<file path="src/rtl/i2c_wide_reg_pkg.sv">
package i2c_wide_reg_pkg;
  typedef enum logic [2:0] {ST_IDLE, ST_RX, ST_ACK, ST_TX, ST_TXACK, ST_SKIP} state_e;
  typedef enum logic [1:0] {BY_DEV, BY_AHI, BY_ALO, BY_DATA} byte_e;
endpackage

</file>
<file path="src/rtl/i2c_line_sync.sv">
module i2c_line_sync #(
  parameter int STAGES = 2
) (
  input  logic clk_i,
  input  logic rst_ni,
  input  logic scl_i,
  input  logic sda_i,
  output logic sda_o,
  output logic scl_rise_o,
  output logic scl_fall_o,
  output logic start_o,
  output logic stop_o
);
  logic [STAGES-1:0] scl_ff, sda_ff;
  logic scl_q, sda_q, scl_s;

  always_ff @(posedge clk_i or negedge rst_ni) begin
    if (!rst_ni) begin
      scl_ff <= '1;
      sda_ff <= '1;
      scl_q  <= 1'b1;
      sda_q  <= 1'b1;
    end else begin
      scl_ff <= {scl_ff[STAGES-2:0], scl_i};
      sda_ff <= {sda_ff[STAGES-2:0], sda_i};
      scl_q  <= scl_ff[STAGES-1];
      sda_q  <= sda_ff[STAGES-1];
    end
  end

  assign scl_s      = scl_ff[STAGES-1];
  assign sda_o      = sda_ff[STAGES-1];
  assign scl_rise_o = scl_s & ~scl_q;
  assign scl_fall_o = ~scl_s & scl_q;
  // SDA edges with SCL high on both samples mark bus conditions
  assign start_o    = scl_s & scl_q & sda_q & ~sda_o;
  assign stop_o     = scl_s & scl_q & ~sda_q & sda_o;
endmodule

</file>
<file path="src/rtl/reg_width_lut.sv">
module reg_width_lut #(
  parameter int CNT_W = 2
) (
  input  logic [15:0]      addr_i,
  output logic [CNT_W-1:0] width_o
);
  always_comb begin
    unique case (addr_i)
      16'h0820, 16'h0821:                     width_o = CNT_W'(3);
      16'h081C, 16'h081E, 16'h0822,
      16'h0826, 16'h0827:                     width_o = CNT_W'(2);
      16'h081F:                               width_o = CNT_W'(1);
      default:                                width_o = '0;
    endcase
  end
endmodule

</file>
<file path="src/rtl/i2c_wide_reg_target.sv">
module i2c_wide_reg_target
  import i2c_wide_reg_pkg::*;
#(
  parameter logic [6:0] DEV_ADDR    = 7'h34,
  parameter int         DATA_BYTES  = 3,
  parameter int         SYNC_STAGES = 2
) (
  input  logic                    clk_i,
  input  logic                    rst_ni,
  input  logic                    scl_i,
  input  logic                    sda_i,
  output logic                    sda_oe_o,
  input  logic [8*DATA_BYTES-1:0] rd_data_i,
  output logic [15:0]             reg_addr_o,
  output logic [8*DATA_BYTES-1:0] wr_data_o,
  output logic                    wr_en_o,
  output logic                    rd_en_o
);
  localparam int DATA_W = 8 * DATA_BYTES;
  localparam int CNT_W  = $clog2(DATA_BYTES + 1);

  logic sda_s, scl_rise, scl_fall, bus_start, bus_stop;

  i2c_line_sync #(.STAGES(SYNC_STAGES)) u_sync (
    .clk_i     (clk_i),
    .rst_ni    (rst_ni),
    .scl_i     (scl_i),
    .sda_i     (sda_i),
    .sda_o     (sda_s),
    .scl_rise_o(scl_rise),
    .scl_fall_o(scl_fall),
    .start_o   (bus_start),
    .stop_o    (bus_stop)
  );

  state_e            state;
  byte_e             kind;
  logic [3:0]        bit_cnt;
  logic [7:0]        sr;
  logic [7:0]        addr_hi;
  logic              is_read, addr_ok, master_ack;
  logic [CNT_W-1:0]  cur_w, byte_cnt, new_w;
  logic [DATA_W-1:0] wbuf, txbuf;

  reg_width_lut #(.CNT_W(CNT_W)) u_lut (
    .addr_i ({addr_hi, sr}),
    .width_o(new_w)
  );

  always_ff @(posedge clk_i or negedge rst_ni) begin
    if (!rst_ni) begin
      state      <= ST_IDLE;
      kind       <= BY_DEV;
      bit_cnt    <= '0;
      sr         <= '0;
      addr_hi    <= '0;
      is_read    <= 1'b0;
      addr_ok    <= 1'b0;
      master_ack <= 1'b0;
      cur_w      <= '0;
      byte_cnt   <= '0;
      wbuf       <= '0;
      txbuf      <= '0;
      reg_addr_o <= '0;
      wr_data_o  <= '0;
      wr_en_o    <= 1'b0;
      rd_en_o    <= 1'b0;
    end else begin
      wr_en_o <= 1'b0;
      rd_en_o <= 1'b0;
      // capture read value in the strobe cycle, left-aligned for shifting
      if (rd_en_o) txbuf <= rd_data_i << (8 * (DATA_BYTES - 32'(cur_w)));
      if (bus_start) begin
        state   <= ST_RX;
        kind    <= BY_DEV;
        bit_cnt <= '0;
        is_read <= 1'b0;
      end else if (bus_stop) begin
        state <= ST_IDLE;
      end else begin
        unique case (state)
          ST_RX: begin
            if (scl_rise && bit_cnt < 4'd8) begin
              sr      <= {sr[6:0], sda_s};
              bit_cnt <= bit_cnt + 4'd1;
            end else if (scl_fall && bit_cnt == 4'd8) begin
              state <= ST_ACK;
              unique case (kind)
                BY_DEV: begin
                  if (sr[7:1] == DEV_ADDR && (!sr[0] || addr_ok)) begin
                    is_read  <= sr[0];
                    byte_cnt <= '0;
                    rd_en_o  <= sr[0];
                    kind     <= BY_AHI;
                  end else begin
                    state <= ST_SKIP;
                  end
                end
                BY_AHI: begin
                  addr_hi <= sr;
                  kind    <= BY_ALO;
                end
                BY_ALO: begin
                  if (new_w != '0) begin
                    reg_addr_o <= {addr_hi, sr};
                    cur_w      <= new_w;
                    addr_ok    <= 1'b1;
                    byte_cnt   <= '0;
                    wbuf       <= '0;
                    kind       <= BY_DATA;
                  end else begin
                    addr_ok <= 1'b0;
                    state   <= ST_SKIP;
                  end
                end
                default: begin
                  if (byte_cnt < cur_w) begin
                    wbuf     <= {wbuf[DATA_W-9:0], sr};
                    byte_cnt <= byte_cnt + 1'b1;
                    if (CNT_W'(byte_cnt + 1'b1) == cur_w) begin
                      wr_en_o   <= 1'b1;
                      wr_data_o <= {wbuf[DATA_W-9:0], sr};
                    end
                  end else begin
                    state <= ST_SKIP;
                  end
                end
              endcase
            end
          end
          ST_ACK: begin
            if (scl_fall) begin
              bit_cnt <= '0;
              state   <= is_read ? ST_TX : ST_RX;
            end
          end
          ST_TX: begin
            if (scl_fall) begin
              txbuf <= txbuf << 1;
              if (bit_cnt == 4'd7) begin
                bit_cnt  <= '0;
                byte_cnt <= byte_cnt + 1'b1;
                state    <= ST_TXACK;
              end else begin
                bit_cnt <= bit_cnt + 4'd1;
              end
            end
          end
          ST_TXACK: begin
            if (scl_rise) master_ack <= ~sda_s;
            else if (scl_fall) state <= (master_ack && byte_cnt < cur_w) ? ST_TX : ST_SKIP;
          end
          default: ;
        endcase
      end
    end
  end

  assign sda_oe_o = (state == ST_ACK) || (state == ST_TX && !txbuf[DATA_W-1]);
endmodule

</file>
<file path="config.mk">
export PLATFORM = sky130hd
export DESIGN_NAME = i2c_wide_reg_target
export DESIGN_NICKNAME = d
export VERILOG_FILES = /design/src/rtl/i2c_wide_reg_pkg.sv /design/src/rtl/i2c_line_sync.sv /design/src/rtl/reg_width_lut.sv /design/src/rtl/i2c_wide_reg_target.sv
export SDC_FILE = /design/constraint.sdc
export NUM_CORES = 1
export LEC_CHECK = 0
export CORE_MARGIN = 2
export CORE_UTILIZATION = 50
export DETAILED_ROUTE_END_ITERATION = 10
export PLACE_DENSITY = 0.73
export SYNTH_ARGS = -nofsm -noshare
export SYNTH_HDL_FRONTEND = slang
export SYNTH_SLANG_ARGS = --single-unit
</file>
<file path="constraint.sdc">
create_clock -name clk_i -period 3.5 [get_ports clk_i]
set_clock_uncertainty 0.05 [all_clocks]
set_input_delay 0.875 -clock clk_i [delete_from_list [all_inputs] [get_ports clk_i]]
set_output_delay 0.875 -clock clk_i [all_outputs]
set_load 0.05 [all_outputs]
</file>
# After elaboration in Yosys (flattened, before gate mapping)
# Index checks and enable logic that the tools add are counted.
[op_classes] add_sub_neg=3 n_lt_le_gt_ge=2 eq_ne=41 n_shift=1 muxes=72 n_bitwise=16 n_reduce_logical=36
[op_table] operator="16-bit by 12-bit == test with 1-bit output (second input constant)" n=8
[op_table] operator="24-bit two-way mux" n=5
[op_table] operator="3-bit two-way mux" n=13
[op_table] operator="16-bit two-way mux" n=2
[op_table] operator="4-bit inequality test (second input constant)" n=8
[op_table] operator="16-bit case mux with 2 select lines" n=1
[op_table] operator="24-bit by 32-bit << shifter with 24-bit output" n=1
[op_table] operator="2-bit two-way mux" n=15
[op_table] operator="4-bit two-way mux" n=6
[op_table] operator="8-bit AND reduction" n=3
[op_table] operator="1-bit two-way mux" n=23
[op_table] operator="3-bit inequality test (second input constant)" n=7
[op_table] operator="2-bit case mux with 3 select lines" n=3
[op_table] operator="6-bit AND reduction" n=3
[op_table] operator="2-bit inequality test (second input constant)" n=8
[op_table] operator="7-bit AND reduction" n=2
[op_table] operator="2-bit nonzero test" n=7
[op_table] operator="3-bit case mux with 4 select lines" n=1
[op_table] operator="4-bit case mux with 3 select lines" n=1
[op_table] operator="11-bit AND reduction" n=1
[op_table] operator="1-bit NOT" n=9
[op_table] operator="3-bit case mux with 3 select lines" n=1
[op_table] operator="4-bit AND reduction" n=2
[op_table] operator="4-bit nonzero test" n=2
[op_table] operator="25 further kinds" n=39
[totals] register_bits=120 inputBits=28 output_inout_bits=43 wordCells=191

# Longest topological paths before layout
[logic_depth] depth_word=11 depth_mapped=9

# By module
# A second synthesis with hierarchy kept.
[hier_totals] cells_unflattened=489 hier_area_um2=5714.2
[modules_own_cells] mod="i2c_wide_reg_target" instances=1 cells_per_inst=467 area_each_um2=5436.5
[modules_own_cells] mod="i2c_line_sync" instances=1 cells_per_inst=10 area_each_um2=190.2
[modules_own_cells] mod="reg_width_lut" instances=1 cells_per_inst=12 area_each_um2=87.6

# Least setup slack after synthesis
# No wires, ideal clock.
[synth_timing] path_kind="reg2reg" startpoint="reg cur_w[1]" endpoint="reg wr_data_o[16]" arrival_time_ps=2418 setup_slack_ps=907 path_stages_with_launch=9 path_buffers=2 cell_sequence="dfrtp_1 > buf_1 > inv_1 > ha_1 > a21oi_1 > nand2_1 > nor4_4 > buf_2 > mux2_2"
[synth_between] elab_chain_cells=2
[synth_rtl] item="start, declared" line_no="i2c_wide_reg_target.sv:42" source="logic [CNT_W-1:0] cur_w, byte_cnt, new_w;"
[synth_rtl] item="start signal, assigned" line_no="i2c_wide_reg_target.sv:106" source="cur_w <= new_w;"
[synth_rtl] item="2-bit less-than comparator or 2-bit == test (tied branches)" line_no="i2c_wide_reg_target.sv:117, i2c_wide_reg_target.sv:120"
[synth_rtl] item="8-bit AND reduction (no line) (*)"
[synth_rtl] item="end signal, assigned" line_no="i2c_wide_reg_target.sv:122" source="wr_data_o <= {wbuf[DATA_W-9:0], sr};"
[synth_rtl] item="end, declared" line_no="i2c_wide_reg_target.sv:15" source="output logic [8*DATA_BYTES-1:0] wr_data_o,"
# Mark *: on every way between the ends. The rest lies on a longest branch, timed or not.
# A chain may end at the register's enable or synchronous reset.

# Worst setup path in the final report
[layout_timing] startpoint="reg state[2]" endpoint="out sda_oe_o"
[layout_between] elab_chain_cells=3
[layout_rtl] item="start, declared" line_no="i2c_wide_reg_target.sv:36" source="state_e state;"
[layout_rtl] item="start signal, assigned" line_no="i2c_wide_reg_target.sv:134" source="state <= is_read ? ST_TX : ST_RX;"
[layout_rtl] item="start signal, assigned" line_no="i2c_wide_reg_target.sv:151" source="else if (scl_fall) state <= (master_ack && byte_cnt < cur_w) ? ST_TX : ST_SKIP;"
[layout_rtl] item="3-bit by 2-bit == test with 1-bit output" line_no="i2c_wide_reg_target.sv:159" source="assign sda_oe_o = (state == ST_ACK) || (state == ST_TX && !txbuf[DATA_W-1]);"
[layout_rtl] item="1-bit logical AND" line_no="i2c_wide_reg_target.sv:159"
[layout_rtl] item="1-bit logical OR (*)" line_no="i2c_wide_reg_target.sv:159"
[layout_rtl] item="end, declared" line_no="i2c_wide_reg_target.sv:12" source="output logic sda_oe_o,"
# Marked as above.

==> impl_metrics.env <==
export IMPL_ys_seq_elements=120
export IMPL_arrival_ns=2.19
export IMPL_worstPathCellList="nand2b_1 -> a21oi_1 -> clkdlybuf4s50_1"
export IMPL_slowest_delay_ns=0.82
export IMPL_critPathBufInv=1
export IMPL_clk_latency_ns=0.51
export IMPL_p_int_w=0.00272
export IMPL_layout_commonest_cell="dfrtp_1"
export IMPL_combPwrFrac_pct=12.0
export IMPL_status="complete, no violations"
export IMPL_tightestPinTransition_ns=0.676
export IMPL_dpl_cell_area_um2=6390
export IMPL_grt_pass1_vias=4034
export IMPL_ios=71
export IMPL_synth_compound_area_share_pct=14.7
export IMPL_synth_mux_area_fraction_pct=12.3
export IMPL_postRouteAntennaNets=0
export IMPL_cp_end_kind="output pin"
export IMPL_dpl_hpwl_um=7880
export IMPL_cts_resized=0
export IMPL_slew_headroom_pct=54.6
export IMPL_ff2ff_path_depth=6
export IMPL_rsz0062_at_grt="no"
export IMPL_worst_path_max_fanout=7
export IMPL_drive_gt1_share_pct=16.6
export IMPL_finalHoldViolCount=0
export IMPL_switching_share_pct=28.0
export IMPL_grt_use_met3_pct=5.50
export IMPL_required_ns=2.57
export IMPL_synth_cells=495
export IMPL_syn_num_nets=531
export IMPL_area_delta_synth_final_pct=26.3
export IMPL_fmax_mhz=321
export IMPL_crit_slowest_cell="clkdlybuf4s50_1"
export IMPL_fill_cells=833
export IMPL_cts_tree="done"
export IMPL_row_count=38
export IMPL_register_area_um2=3010
export IMPL_vias=4128
export IMPL_syn_area_per_cell_um2=11.1
export IMPL_yosys_area_share_simple_pct=13.0
export IMPL_antenna_found_initial=0
export IMPL_drtPass1Iterations=5
export IMPL_startpoint_type="flop"
export IMPL_ys_warn_count=0
export IMPL_first_iter_violations=292
export IMPL_antenna_cells=0
export IMPL_start_util_pct=51.1
export IMPL_pwr_share_clk_pct=45.0
export IMPL_crit_family="buffers and inverters"
export IMPL_synth_seq_area_share_pct=54.5
export IMPL_synth_top_family_by_area="compound AO/OA/AOI/OAI gates"
export IMPL_synthDistinctLibCells=60
export IMPL_path_clk_slew_ns=0.06
export IMPL_syn_cell_area_um2=5520
export IMPL_setup_viol=0
export IMPL_met2_usage_pct=32.1
export IMPL_p_switching_w=0.00106
export IMPL_top_usage_layer="met2"
export IMPL_nNetsFinal=608
export IMPL_path_class="reg2out"
export IMPL_htree_levels=4
export IMPL_port_buffers=70
export IMPL_min_period_ns=3.11
export IMPL_gr_total_overflow=0
export IMPL_layout_common_cells="dfrtp_1 (114), clkdlybuf4s50_1 (69), nand2_1 (39)"
export IMPL_final_area_um2=6970
export IMPL_gp_congestion=0.867
export IMPL_dieArea_um2=11900
export IMPL_pre_cts_slack_ns=0.813
export IMPL_cap_violations=0
export IMPL_min_period_over_period_pct=89.0
export IMPL_cts_root_buf="clkbuf_8"
export IMPL_post_route_drc_count=0
export IMPL_cellPowerDensity_nw_per_um2=543
export IMPL_grt_pass1_wl_um=19700
export IMPL_fp_dieW_um=109
export IMPL_routedWlPerCell_um=16.4
export IMPL_synth_ff_type="dfrtp_1"
export IMPL_grt_use_met1_pct=29.9
export IMPL_synth_top_area_share_pct=51.7
export IMPL_synth_edf_count=0
export IMPL_multiInputGateArea_um2=2330
export IMPL_die_h_um=109
export IMPL_grtUsageTotal_pct=21.5
export IMPL_synth_xor_area_share_pct=0.476
export IMPL_power_frac_seq_pct=42.9
export IMPL_vias_per_cell=5.69
export IMPL_synth_area_leader_cell="dfrtp_1"
export IMPL_clockBufferDepth=2
export IMPL_grt_max_degree=49
export IMPL_clock_sinks=120
export IMPL_synthArstFlopShare_pct=100
export IMPL_crit_cells=3
export IMPL_setup_slack_ns=0.386
export IMPL_synth_area_top_cells="dfrtp_1 (52%), mux2_2 (7.1%), a21oi_1 (3.3%), mux2_1 (3.1%), dfstp_2 (2.9%)"
export IMPL_hold_buffers=0
export IMPL_fin_setup_tns_ns=0
export IMPL_post_cts_setup_buffers=0
export IMPL_cts_made_buffers=17
export IMPL_synth_adder_area_share_pct=1.81
export IMPL_coreArea_um2=10800
export IMPL_p_leak_nw=3.10
export IMPL_final_max_slew_viol_count=0
export IMPL_drt_total_wl_um=11900
export IMPL_min_path_type="in2async"
export IMPL_peakVddDrop_mv=0.308
## cell type report
class,count,area share (%)
clock inverters,14,2.30
multi-input cells,332,33.4
clock buffers,18,6.00
well taps,140,2.51
flip-flops and latches,120,43.2
inverters,18,0.969
repair buffers,83,11.6
## flip-flops by register name (all words and copies together), names as in the netlist, 2 cells and up
signal,cells
byte_cnt,2
wbuf,16
kind,2
addr_hi,8
u_sync.scl_ff,2
cur_w,2
txbuf,24
sr,8
reg_addr_o,16
bit_cnt,4
u_sync.sda_ff,2
state,3
wr_data_o,24
## metrics by stage
step / total power [W] / instances / hold WS, ns / util (%)
final: 0.00378 / 725 / 0.301 / 64.6
after global routing: 0.00394 / 725 / 0.309 / 64.6
after CTS: 0.00380 / 725 / 0.305 / 64.6
after detailed placement: 0.00209 / 693 / 0.298 / 59.2
after global placement: 0.00207 / 693 / 0.297 / 59.2
after floorplan: 0.00194 / 495 / 0.295 / -
## synth_stat cells (all sizes together), types with 2 or more instances
library cell    n
o22ai           7
inv            18
clkbuf         13
a211oi          6
nor3            8
nand3           3
mux2           51
nor2b          20
or3b            2
nor4            4
a22oi           7
a22o           16
dfrtp         114
o211ai          4
a211o           2
nand3b          4
nand4b          2
nand2          39
a21o            5
dfstp           6
xnor2           3
o21ai          27
nor2           36
mux2i          10
o31ai           4
ha              8
buf            12
or4b            3
a21oi          36
and3            2
or2             2
nand2b          5
## power by group through the flow
stage	clock network [W]	registers, W	logic [W]
floorplan	0	0.00158	0.000367
global route	0.00179	0.00165	0.000505
CTS	0.00173	0.00162	0.000454
detailed placement	0	0.00165	0.000449
global placement	0	0.00164	0.000434
finish	0.00170	0.00162	0.000455
## logic make-up (layout without fill, tap and decap cells)
| group | after synthesis | count (layout) |
|---|---|---|
| adder cells (fa/ha/maj) | 8 | 8 |
| XOR/XNOR | 3 | 3 |
| AND/OR/NAND/NOR | 135 | 135 |
| AO/OA/AOI/OAI | 125 | 125 |
| flip-flops | 120 | 120 |
| buffers and inverters | 43 | 133 |
| multiplexers | 61 | 61 |
## worst paths after layout
path / startpoint / endpoint / slack (ns)
setup reg to reg: state[0] / reg_addr_o[0] / 0.78
hold / removal: rst_ni / txbuf[10] / 0.30
max in group asynchronous: rst_ni / u_sync.sda_ff[0] / 2.39
setup / recovery: state[2] / sda_oe_o / 0.39
min in group clk_i: u_sync.sda_ff[0] / u_sync.sda_ff[1] / 0.31
hold reg to reg: u_sync.sda_ff[0] / u_sync.sda_ff[1] / 0.31
## routing by layer
metal / up-vias / share of wire (%)
met5: - / 0
met4: 0 / 1.5
met3: 13 / 4.7
met2: 141 / 47
met1: 2039 / 47
li1: 1935 / -
Note: power is estimated with default switching activity, not from simulation.
